$ cat src/rtl/kef_pkg.sv
package kef_pkg;
  localparam int KEF_CODE_W = 7;   // key code width, state bit sits above it
  localparam int KEF_DEPTH  = 16;  // entries, must be a power of two
endpackage

$ cat src/rtl/kef_store.sv
// Event storage: one write port and two registered, enabled read ports.
module kef_store #(
  parameter int DEPTH = 16,
  parameter int W     = 8,
  localparam int AW   = $clog2(DEPTH)
) (
  input  logic          clk,
  input  logic          we,
  input  logic [AW-1:0] waddr,
  input  logic [W-1:0]  wdata,
  input  logic          ra_en,
  input  logic [AW-1:0] ra_addr,
  output logic [W-1:0]  ra_q,
  input  logic          rb_en,
  input  logic [AW-1:0] rb_addr,
  output logic [W-1:0]  rb_q
);
  logic [W-1:0] mem [DEPTH];

  always_ff @(posedge clk) begin
    if (we) mem[waddr] <= wdata;
  end

  always_ff @(posedge clk) begin
    if (ra_en) ra_q <= mem[ra_addr];
  end

  always_ff @(posedge clk) begin
    if (rb_en) rb_q <= mem[rb_addr];
  end
endmodule

$ cat src/rtl/kef_ctrl.sv
// Head, length, overflow and interrupt control for the key event FIFO.
module kef_ctrl #(
  parameter int DEPTH = 16,
  localparam int AW   = $clog2(DEPTH),
  localparam int LW   = $clog2(DEPTH + 1)
) (
  input  logic          clk,
  input  logic          rst,
  input  logic          ev_valid,
  input  logic          err_status,
  input  logic          cfg_clear,
  input  logic          rd_pop,
  input  logic          peek_en,
  input  logic [AW-1:0] peek_idx,
  output logic          we,
  output logic [AW-1:0] waddr,
  output logic [AW-1:0] pop_addr,
  output logic [AW-1:0] peek_addr,
  output logic          pop_ok_q,
  output logic          peek_ok_q,
  output logic          kp_set_q,
  output logic          ovf_err_q
);
  logic [AW-1:0] head_q;
  logic [LW-1:0] len_q;
  logic          full, push_req, push_ok, ovf_hit, pop_ok, peek_hit;

  always_comb begin
    full      = (len_q == LW'(DEPTH));
    push_req  = ev_valid && !(err_status && ovf_err_q);
    push_ok   = push_req && !full && !cfg_clear;
    ovf_hit   = push_req && full && !cfg_clear;
    pop_ok    = rd_pop && (len_q > LW'(1)) && !cfg_clear;
    peek_hit  = LW'(peek_idx) < len_q;
    we        = push_ok;
    waddr     = head_q + len_q[AW-1:0];
    pop_addr  = head_q + AW'(1);
    peek_addr = head_q + peek_idx;
  end

  always_ff @(posedge clk) begin
    if (rst) begin
      head_q    <= '0;
      len_q     <= '0;
      ovf_err_q <= 1'b0;
      kp_set_q  <= 1'b0;
      pop_ok_q  <= 1'b0;
      peek_ok_q <= 1'b0;
    end else begin
      kp_set_q <= push_ok;
      if (ovf_hit) ovf_err_q <= 1'b1;
      if (cfg_clear) begin
        head_q <= '0;
        len_q  <= '0;
      end else begin
        head_q <= head_q + AW'(pop_ok);
        len_q  <= len_q + LW'(push_ok) - LW'(pop_ok);
      end
      if (rd_pop)  pop_ok_q  <= pop_ok;
      if (peek_en) peek_ok_q <= peek_hit;
    end
  end

  // length never exceeds the depth
  a_r6_len_bound: assert property (@(posedge clk) disable iff (rst)
    len_q <= LW'(DEPTH));

  // overflow error is sticky
  a_r6_ovf_sticky: assert property (@(posedge clk) disable iff (rst)
    ovf_err_q |=> ovf_err_q);

  // configuration write empties the buffer
  a_r9_clear_empties: assert property (@(posedge clk) disable iff (rst)
    cfg_clear |=> (len_q == '0) && (head_q == '0));

  // short pop leaves the head where it was
  a_r4_short_pop_holds: assert property (@(posedge clk) disable iff (rst)
    (rd_pop && (len_q <= LW'(1)) && !cfg_clear) |=> $stable(head_q));

  // push and pop together keep the length
  a_r10_push_pop_len: assert property (@(posedge clk) disable iff (rst)
    (ev_valid && !err_status && rd_pop && !cfg_clear &&
     (len_q > LW'(1)) && (len_q < LW'(DEPTH))) |=> $stable(len_q));

  // ignored events touch neither length nor interrupt
  a_r7_ignore_silent: assert property (@(posedge clk) disable iff (rst)
    (ev_valid && err_status && ovf_err_q && !rd_pop && !cfg_clear)
      |=> ($stable(len_q) && !kp_set_q));

  // interrupt pulse only follows an event
  a_r8_kp_after_event: assert property (@(posedge clk) disable iff (rst)
    kp_set_q |-> $past(ev_valid));
endmodule

$ cat src/rtl/key_event_fifo.sv
// Key event FIFO with consuming and peek reads.
module key_event_fifo
  import kef_pkg::*;
#(
  parameter int DEPTH  = KEF_DEPTH,
  parameter int CODE_W = KEF_CODE_W,
  localparam int AW    = $clog2(DEPTH),
  localparam int W     = CODE_W + 1
) (
  input  logic          clk,
  input  logic          rst,
  input  logic          ev_valid,
  input  logic [CODE_W-1:0] ev_code,
  input  logic          ev_pressed,
  input  logic          err_status,
  input  logic          cfg_clear,
  input  logic          rd_pop,
  output logic [W-1:0]  pop_data,
  input  logic          peek_en,
  input  logic [AW-1:0] peek_idx,
  output logic [W-1:0]  peek_data,
  output logic          kp_set,
  output logic          ovf_err
);
  logic          we, pop_ok_q, peek_ok_q;
  logic [AW-1:0] waddr, pop_addr, peek_addr;
  logic [W-1:0]  pop_raw, peek_raw;

  kef_ctrl #(.DEPTH(DEPTH)) u_ctrl (
    .clk(clk), .rst(rst), .ev_valid(ev_valid), .err_status(err_status),
    .cfg_clear(cfg_clear), .rd_pop(rd_pop), .peek_en(peek_en),
    .peek_idx(peek_idx), .we(we), .waddr(waddr), .pop_addr(pop_addr),
    .peek_addr(peek_addr), .pop_ok_q(pop_ok_q), .peek_ok_q(peek_ok_q),
    .kp_set_q(kp_set), .ovf_err_q(ovf_err)
  );

  kef_store #(.DEPTH(DEPTH), .W(W)) u_store (
    .clk(clk), .we(we), .waddr(waddr), .wdata({ev_pressed, ev_code}),
    .ra_en(rd_pop), .ra_addr(pop_addr), .ra_q(pop_raw),
    .rb_en(peek_en), .rb_addr(peek_addr), .rb_q(peek_raw)
  );

  assign pop_data  = pop_ok_q  ? pop_raw  : '0;
  assign peek_data = peek_ok_q ? peek_raw : '0;

  // outputs read zero right after reset
  a_r1_reset_quiet: assert property (@(posedge clk)
    rst |=> (pop_data == '0) && (peek_data == '0) && !kp_set && !ovf_err);
endmodule

$ cat config.mk
export PLATFORM = sky130hd
export DESIGN_NAME = key_event_fifo
export DESIGN_NICKNAME = d
export VERILOG_FILES = /design/src/rtl/kef_pkg.sv /design/src/rtl/kef_store.sv /design/src/rtl/kef_ctrl.sv /design/src/rtl/key_event_fifo.sv
export SDC_FILE = /design/constraint.sdc
export NUM_CORES = 1
export LEC_CHECK = 0
export ABC_AREA = 1
export BUFFER_PORTS_ARGS = -buffer_cell sky130_fd_sc_hd__buf_2
export CAP_MARGIN = 20
export CORE_MARGIN = 4
export CORE_UTILIZATION = 45
export CTS_CLUSTER_DIAMETER = 150
export CTS_CLUSTER_SIZE = 20
export DETAILED_ROUTE_END_ITERATION = 7
export PLACE_DENSITY = 0.68
export SLEW_MARGIN = 20
export SYNTH_ARGS = -nofsm -noshare
export SYNTH_HDL_FRONTEND = slang
export SYNTH_SLANG_ARGS = --single-unit
$ cat constraint.sdc
create_clock -name clk -period 3 [get_ports clk]
set_input_delay 0.45 -clock clk [delete_from_list [all_inputs] [get_ports clk]]
set_output_delay 0.45 -clock clk [all_outputs]
set_load 0.05 [all_outputs]
# ---- Word level (Yosys, flattened, before mapping)
# Memory sizes are Yosys's and may differ from the RTL's. A register that Yosys moved wholly into a read port is not among the register bits.
# Index checks and enable logic that the tools add are counted.
dict set report word_totals {
  reg_bits 13
  mem_bits_rw 128
  mem_count 1
}
dict set report op_classes {
  addsub 6
  muxes 4
  n_reduce_logical 12
  n_eq_ne 1
  n_lt_le_gt_ge 2
}
# memory words width rd rd_clocked_by_memory_dff wr line_no
set mem_list {}
lappend mem_list {u_store.mem 16 8 2 2 1 kef_store.sv:18} ;# logic [W-1:0] mem [DEPTH];
# cell n
set op_table {}
lappend op_table {{$mux W8} 2}
lappend op_table {{$add A4 B4 Y4} 2}
lappend op_table {{$logic_and A1 B1 Y1} 8}
lappend op_table {{$add A5 B1 Y5} 1}
lappend op_table {{$eq A5 B5 Y1 const B} 1}
lappend op_table {{$gt A5 B1 Y1 const B} 1}
lappend op_table {{$lt A4 B5 Y1} 1}
lappend op_table {{$sub A5 B1 Y5} 1}
lappend op_table {{$add A4 B1 Y4} 1}
lappend op_table {{$add A4 B1 Y4 const B} 1}
lappend op_table {{$logic_not A1 Y1} 3}
lappend op_table {{$mux W1} 2}
lappend op_table {{$reduce_or A2 Y1} 1}

# ---- Logic depth before layout (Yosys ltp)
# Gate-level depths: netlist of run 1.
dict set report logic_depth {
  depth_word 7
  ltp_mapped 17
  ltp_nobuf 17
}

# ---- Modules after synthesis
# Synthesis of run 1 repeated with hierarchy kept, for this count alone.
dict set report unflattened {
  hier_cells 1022
  area_unflattened_um2 8602.0
}
# module area_each_um2 cells_per_inst n_inst seq_area_each_um2
set modules_own_cells {}
lappend modules_own_cells {kef_store 7419.6 851 1 4324.1}
lappend modules_own_cells {kef_ctrl 1052.3 137 1 260.2}
lappend modules_own_cells {key_event_fifo 130.1 34 1 0.0}

# ---- Least setup slack after synthesis of run 1
# Ideal clock, no wire load.
dict set report synth_path {
  kind {reg-to-reg}
  from {register u_ctrl.len_q[1]}
  to {register u_ctrl.len_q[4]}
  stages_incl_launch_ff 18
  required_time_ps 2887
  path_slack_ps 736
  arrival_time_ps 2151
  cell_sequence {dfxtp_1 > inv_1 > ha_1 > nand2_1 > nand2_1 > nand2_1 > nand3_1 > inv_1 > ha_1 > inv_1 > ha_1 > fa_1 > nand2_1 > a21oi_1 > nor2_1 > nand2_1 > nand2_1 > nor2_1}
}
dict set report synth_between {
  elab_cells_between_ends 9
  classes_between {2 x add/sub; 1 x order compare; 1 x eq/ne; 5 x reduce/logical}
}
# element line_no
set synth_lines {}
lappend synth_lines {{from (decl)} kef_ctrl.sv:25} ;# logic [LW-1:0] len_q;
lappend synth_lines {{from (signal assigned)} kef_ctrl.sv:57} ;# len_q <= len_q + LW'(push_ok) - LW'(pop_ok);
lappend synth_lines {{$gt A5 B1 Y1} kef_ctrl.sv:33} ;# pop_ok = rd_pop && (len_q > LW'(1)) && !cfg_clear;
lappend synth_lines {{$logic_and A1 B1 Y1 (2 in series)} kef_ctrl.sv:33}
lappend synth_lines {{net u_ctrl.pop_ok} kef_ctrl.sv:26} ;# logic full, push_req, push_ok, ovf_hit, pop_ok, peek_hit;
lappend synth_lines {{$sub A5 B1 Y5} kef_ctrl.sv:57}
# The timed path passes the listed nets, and every way through them passes these cells.
# A chain may end at the register's enable or synchronous reset.

# ---- Final worst setup path of run 1
# Same ends and word-level chain as after synthesis.

==> results_dict.tcl, run 1 <==
set metrics [dict create \
    syn2layout_area_growth_pct 12.43 \
    vias 7001 \
    maxCapViolCount 0 \
    wl_met2_mm 10.13 \
    setup_violations 0 \
    cts_resized 0 \
    p_comb_frac 0.109 \
    clk_latency_ns 0.43 \
    dp.final_hpwl_mm 15.37 \
    synth_top_cell_area_share 0.5023 \
    ys_types 25 \
    multi_input_area_um2 3095 \
    syn_inst 1049 \
    grt_pass1_vias 6710 \
    rsz0062_at_grt "no" \
    peakVddDrop_mv 0.3971 \
    grt_max_degree 65 \
    p_leak_nw 4.577 \
    path_class "reg2reg" \
    seq_area_um2 4586 \
    wirelength_mm 22.71 \
    viasPerCell 5.244 \
    clock_path_buffers 2 \
    fmax_mhz 400.0 \
    grt_overflow 0 \
    dieArea_um2 21410 \
    die_y_um 146.3 \
    firstDrtPassIters 5 \
    timing.rr.start "u_ctrl.len_q[1]" \
    hold_class "in2reg" \
    yosysWarnings 0 \
    synth.net_count 1092 \
    min_from "rst" \
    gp_congestion 0.9169 \
    outcome "finished clean" \
    p_clk_frac 0.417 \
    maxSlewHeadroom 0.5060 \
    sequentialPowerShare 0.474 \
    syn_area_um2 8608 \
    yosys_register_bits 157 \
    dr_wl_met3_mm 2.255 \
    skew_ns 0.009289 \
    p_per_area_nw_per_um2 536.0 \
    hold_violations 0 \
    syn_area_per_cell_um2 8.206 \
    fillerInstances 1763 \
    max_slew.worst_pin.slew_ns 0.7410 \
    synth_area_leaders "edfxtp_1 50%, nand2_1 17%, nand3_1 10%, inv_1 7.7%, ha_1 3.1%" \
    cts_root_buf "clkbuf_16" \
    wl_per_cell_um 17.01 \
    drt-met1-wl_mm 9.829 \
    diodes 0 \
    io_pins 37 \
    clk_pin_slew_worst_paths_ns 0.06 \
    post-cts-setup-buffers 0 \
    cts_buffers 17 \
    dpl.cell_count 1303 \
    fin_tns_setup_ns 0 \
    drive_above_1_share 0.09718 \
    p_int_w 0.003905 \
    initial_core_util 0.4587 \
    crit_path_end_kind "flop" \
    row_count 50 \
    slew_viol_final 0 \
    antenna_left 0 \
    cts_tree "built" \
    final_net_count 1131 \
    p_sw_frac 0.2472 \
    fin_crit_sh 0.8333 \
    critPathRequiredTime_ns 3.33 \
    grt_pass1_wl_mm 36.21 \
    cp_max_fo 6 \
    p_sw_w 0.001282 \
    core_um2 18770 \
    top_layer "met4" \
    start_kind "flop" \
    postCtsHoldBufs 0 \
    antenna_found_initial 0 \
    final_cells 1335 \
    finalPower_w 0.005187 \
    htreeDepth 4 \
    grt_usage 0.2172 \
    yosysTopAreaCell "edfxtp_1" \
    period_needed_ns 2.500 \
    arrival_ns 2.83 \
    die_w_um 146.3 \
    drc_errors 0 \
    portBuffers 36 \
    ys_seq_area_frac 0.5326 \
    crit_start "u_ctrl.len_q[1]" \
    numClockSinks 157 \
    drtIter0Drc 826 \
]
cells by family after synthesis:
group	Yosys count	synth area share
AO/OA/AOI/OAI	29	0.02209
buffers and inverters	229	0.1081
adder cells (fa/ha/maj)	24	0.03750
XOR/XNOR	7	0.009738
flip-flops	157	0.5326
AND/OR/NAND/NOR	603	0.2900
metrics by stage:
step	util	cell area (um^2)	hold WS [ns]	worst slack, ns
2_1_floorplan	-	8608	0.5191	0.7362
3_3_place_gp	0.4846	9095	0.4855	0.5939
3_5_place_dp	0.4846	9095	0.4991	0.5153
4_1_cts	0.5157	9678	0.2216	0.5063
5_1_grt	0.5157	9678	0.2287	0.2590
6_report	0.5157	9678	0.2456	0.5001
layer usage:
layer	vias up	global-route usage
met5	-	0
met4	0	0.07385
met3	38	0.05338
met2	353	0.3285
met1	3200	0.3075
li1	3410	-
cell usage in the layout (no fill, tap or decap), types with 5 or more instances in the layout:
| cell | instances |
|---|---|
| a21oi_1 | 10 |
| buf_2 | 36 |
| buf_4 | 29 |
| clkbuf_16 | 17 |
| dfxtp_1 | 12 |
| edfxtp_1 | 144 |
| ha_1 | 20 |
| inv_1 | 177 |
| inv_2 | 5 |
| nand2_1 | 389 |
| nand3_1 | 176 |
| nor2_1 | 33 |
| o211ai_1 | 16 |
flip-flops by register name, summed over array words and instances (netlist names):
register	cells
u_store.mem	128
u_store.ra_q	8
u_store.rb_q	8
u_ctrl.len_q	5
u_ctrl.head_q	4
u_ctrl.kp_set_q	1
u_ctrl.ovf_err_q	1
u_ctrl.peek_ok_q	1
u_ctrl.pop_ok_q	1
power by group through the flow:
stage	Combinational (W)	Sequential [W]	Clock, W
global route	0.000631	0.00246	0.00229
CTS	0.000563	0.00246	0.00218
detailed placement	0.000561	0.00250	0
floorplan	0.000375	0.00250	0
global placement	0.000554	0.00250	0
finish	0.000566	0.00246	0.00216
worst max-delay path, stage by stage (launching register included):
cell and delay, ns:
dfxtp_1 0.35, inv_1 0.20, ha_1 0.18, nand2_1 0.05, nand2_1 0.05, nand2_1 0.04
nand3_1 0.08, inv_1 0.08, ha_1 0.29, inv_1 0.04, ha_1 0.20, fa_1 0.40
nand2_1 0.11, a21oi_1 0.06, nor2_1 0.12, nand2_1 0.06, nand2_1 0.05, nor2_1 0.03
area by class of cell:
class,count,area share
clock inverter,11,0.01474
timing repair buffer,67,0.04525
multi-input combinational,663,0.3198
inverter,182,0.07059
sequential,157,0.4738
tap,234,0.03025
clock buffer,21,0.04551
Yosys cell counts:
cell type    n
o21ai_0      2
xnor2_1      4
xor2_2       2
o21ba_2      1
buf_6        3
inv_2        5
nor2_1      33
edfxtp_1   144
a21oi_1     10
clkbuf_1    15
nand4_1      3
nand2_1    389
buf_4        2
o211ai_1    16
dfxtp_1     13
ha_1        21
buf_1        1
buf_2       25
nand3_1    176
nand2_2      1
or2_2        1
inv_1      177
clkbuf_8     1
fa_1         3
xnor2_2      1
path summary, 6_finish.rpt:
check / end / slack, ns / depth (start not counted)
worst max-delay path: u_ctrl.len_q[4] / 0.50 / 17
worst min-delay path: u_ctrl.peek_ok_q / 0.25 / 2
worst max register to register: u_ctrl.len_q[4] / 0.50 / 17
worst min register to register: u_ctrl.ovf_err_q / 0.51 / 1
Power figures use the tool's default switching activity.
==> run 2, diff against run 1 <==
==> constraint.sdc (replaced) <==
create_clock -name clk -period 2.3 [get_ports clk]
set_input_delay 0.345 -clock clk [delete_from_list [all_inputs] [get_ports clk]]
set_output_delay 0.345 -clock clk [all_outputs]
set_load 0.05 [all_outputs]
==> run 2 against run 1 <==
Total power up 29%. Clock-buffer cell count down 3. Register-to-register slack worse by 0.40 ns. Hold slack got worse by 0.10 ns. Largest power group unchanged. Clock skew is 0.0013 ns higher. Final area grew 2.6%. Utilization increased by 1.3 points. Non-clock buffer count increased by 20. Sequential power rose by 30%. Critical endpoint is now u_store.mem[11][2]. Final cell count rose by 1.3%.
==> results_dict.tcl, run 2 (same netlist as run 1, synthesis figures left out) <==
set metrics [dict create \
    dieArea_um2 21410 \
    dp.final_hpwl_mm 15.26 \
    reg_top3 "u_store.mem x128, u_store.ra_q x8, u_store.rb_q x8" \
    timing.rr.start "u_ctrl.len_q[0]" \
    io_pins 37 \
    p_leak_nw 4.668 \
    slew_viol_final 0 \
    cts_buffers 17 \
    clk_pin_slew_worst_paths_ns 0.06 \
    period_needed_ns 2.197 \
    dpl-instance-area_um2 9295 \
    die_y_um 146.3 \
    cpPeakStageDelay_ns 0.38 \
    r2r-end "u_store.mem[11][2]" \
    fillerInstances 1683 \
    path_buf_inv 1 \
    drc_errors 0 \
    core_um2 18770 \
    grt_overflow 0 \
    cts_tree "built" \
    numClockSinks 157 \
    r2r_slack_ns 0.10 \
    initial_core_util 0.4587 \
    wl_per_cell_um 16.76 \
    drive_above_1_share 0.1296 \
    path_class "reg2reg" \
    largest_reg_flops 128 \
    antenna_found_initial 0 \
    min_from "rst" \
    diodes 0 \
    hold_violations 0 \
    die_w_um 146.3 \
    min_path_cells 2 \
    viasPerCell 5.263 \
    fin_crit_sh 0.9553 \
    final_area_um2 9928 \
    final_cells 1353 \
    crit_family "adder cells" \
    cts_root_buf "clkbuf_16" \
    ff2ff_path_depth 6 \
    min_to "u_ctrl.kp_set_q" \
    setup_violations 0 \
    skew_ns 0.01057 \
    finalPower_w 0.006701 \
    clk_latency_ns 0.43 \
    rsz0062_at_grt "yes" \
    regMostFlops "u_store.mem" \
    drtIter0Drc 780 \
    wirelength_mm 22.67 \
    hold_class "in2reg" \
    outcome "finished clean" \
    row_count 50 \
    grt_max_degree 52 \
    vias 7121 \
    max_slew.worst_pin.slew_ns 0.5876 \
    firstDrtPassIters 5 \
    final_net_count 1151 \
    maxCapViolCount 0 \
    dpl.cell_count 1323 \
    fmax_mhz 455.1 \
    crit_path_cell_trace "ha_1 -> fa_1 -> xnor2_1 -> nand3_1 -> nor2_1 -> buf_4" \
    start_kind "flop" \
    layout_commonest_cell "nand2_1" \
    grt_usage 0.2141 \
    gp_congestion 0.8667 \
    p_per_area_nw_per_um2 675.0 \
    maxSlewHeadroom 0.6083 \
    grt_pass1_vias 6750 \
    syn2layout_area_growth_pct 15.33 \
    peakVddDrop_mv 0.5691 \
    clock_path_buffers 2 \
    grt_pass1_wl_mm 35.52 \
    fin_tns_setup_ns 0 \
    portBuffers 36 \
    htreeDepth 4 \
    arrival_ns 2.32 \
    critPathRequiredTime_ns 2.42 \
    antenna_left 0 \
    cpMaxStageDelayCell "fa_1" \
    final_cell_mix "387 x nand2_1, 175 x nand3_1, 172 x inv_1" \
    cp_max_fo 8 \
    utilization 0.5290 \
    crit_path_end_kind "flop" \
]
-- run 2: changes by cell type in the layout (fill, tap and decap cells not counted), sizes merged --
cell / previous run / this run
buf: 67 / 87
clkbuf: 21 / 18
clkinvlp: 1 / 3
bufinv: 3 / 2
clkinv: 6 / 7
inv: 183 / 182
-- run 2: routing by layer --
layer	wire, um	global-route usage
met2	9888	0.3216
met1	9854	0.2941
met3	2154	0.05400
met5	0	0
met4	774	0.09690
-- run 2: per-stage QoR --
step	hold slack [ns]	setup WS (ns)
floorplan	0.4141	0.03622
global placement	0.4991	0.01353
detailed placement	0.4972	-0.01798
CTS	0.1255	0.02114
global route	0.1367	-0.01391
finish	0.1429	0.1028
-- run 2: how the worst max path moves through the flow --
stage / start / to / slack (ns) / cells past startpoint
after detailed placement: u_ctrl.len_q[3] / u_ctrl.len_q[4] / -0.02 / 15
after global routing: u_ctrl.len_q[2] / u_ctrl.len_q[4] / -0.01 / 17
after floorplan: u_ctrl.len_q[1] / u_ctrl.len_q[4] / 0.04 / 17
after global placement: u_ctrl.len_q[3] / u_ctrl.len_q[4] / 0.01 / 15
final: u_ctrl.len_q[0] / u_store.mem[11][2] / 0.10 / 6
after CTS: u_ctrl.len_q[4] / u_ctrl.len_q[4] / 0.02 / 16
-- run 2: what timing repair did --
item,CTS,global route
hold buffers,0,0
endpoints found under the setup margin,1,28
pin swaps,0,5
setup buffers,0,0
gates resized for setup,2,22
-- run 2: layout make-up --
cell class                 count  area [um^2]  area share
tap                          234        292.8     0.02949
inverter                     182        688.2     0.06931
timing repair buffer          87        638.1     0.06427
clock buffer                  18        429.2     0.04323
multi-input combinational    663         3164      0.3187
clock inverter                12        125.1     0.01260
sequential                   157         4591      0.4624
-- run 2: power by group --
part | switching, W | internal [W]
clock network | 0.00111 | 0.00157
logic | 0.000550 | 0.000265
registers | 0.0000236 | 0.00318
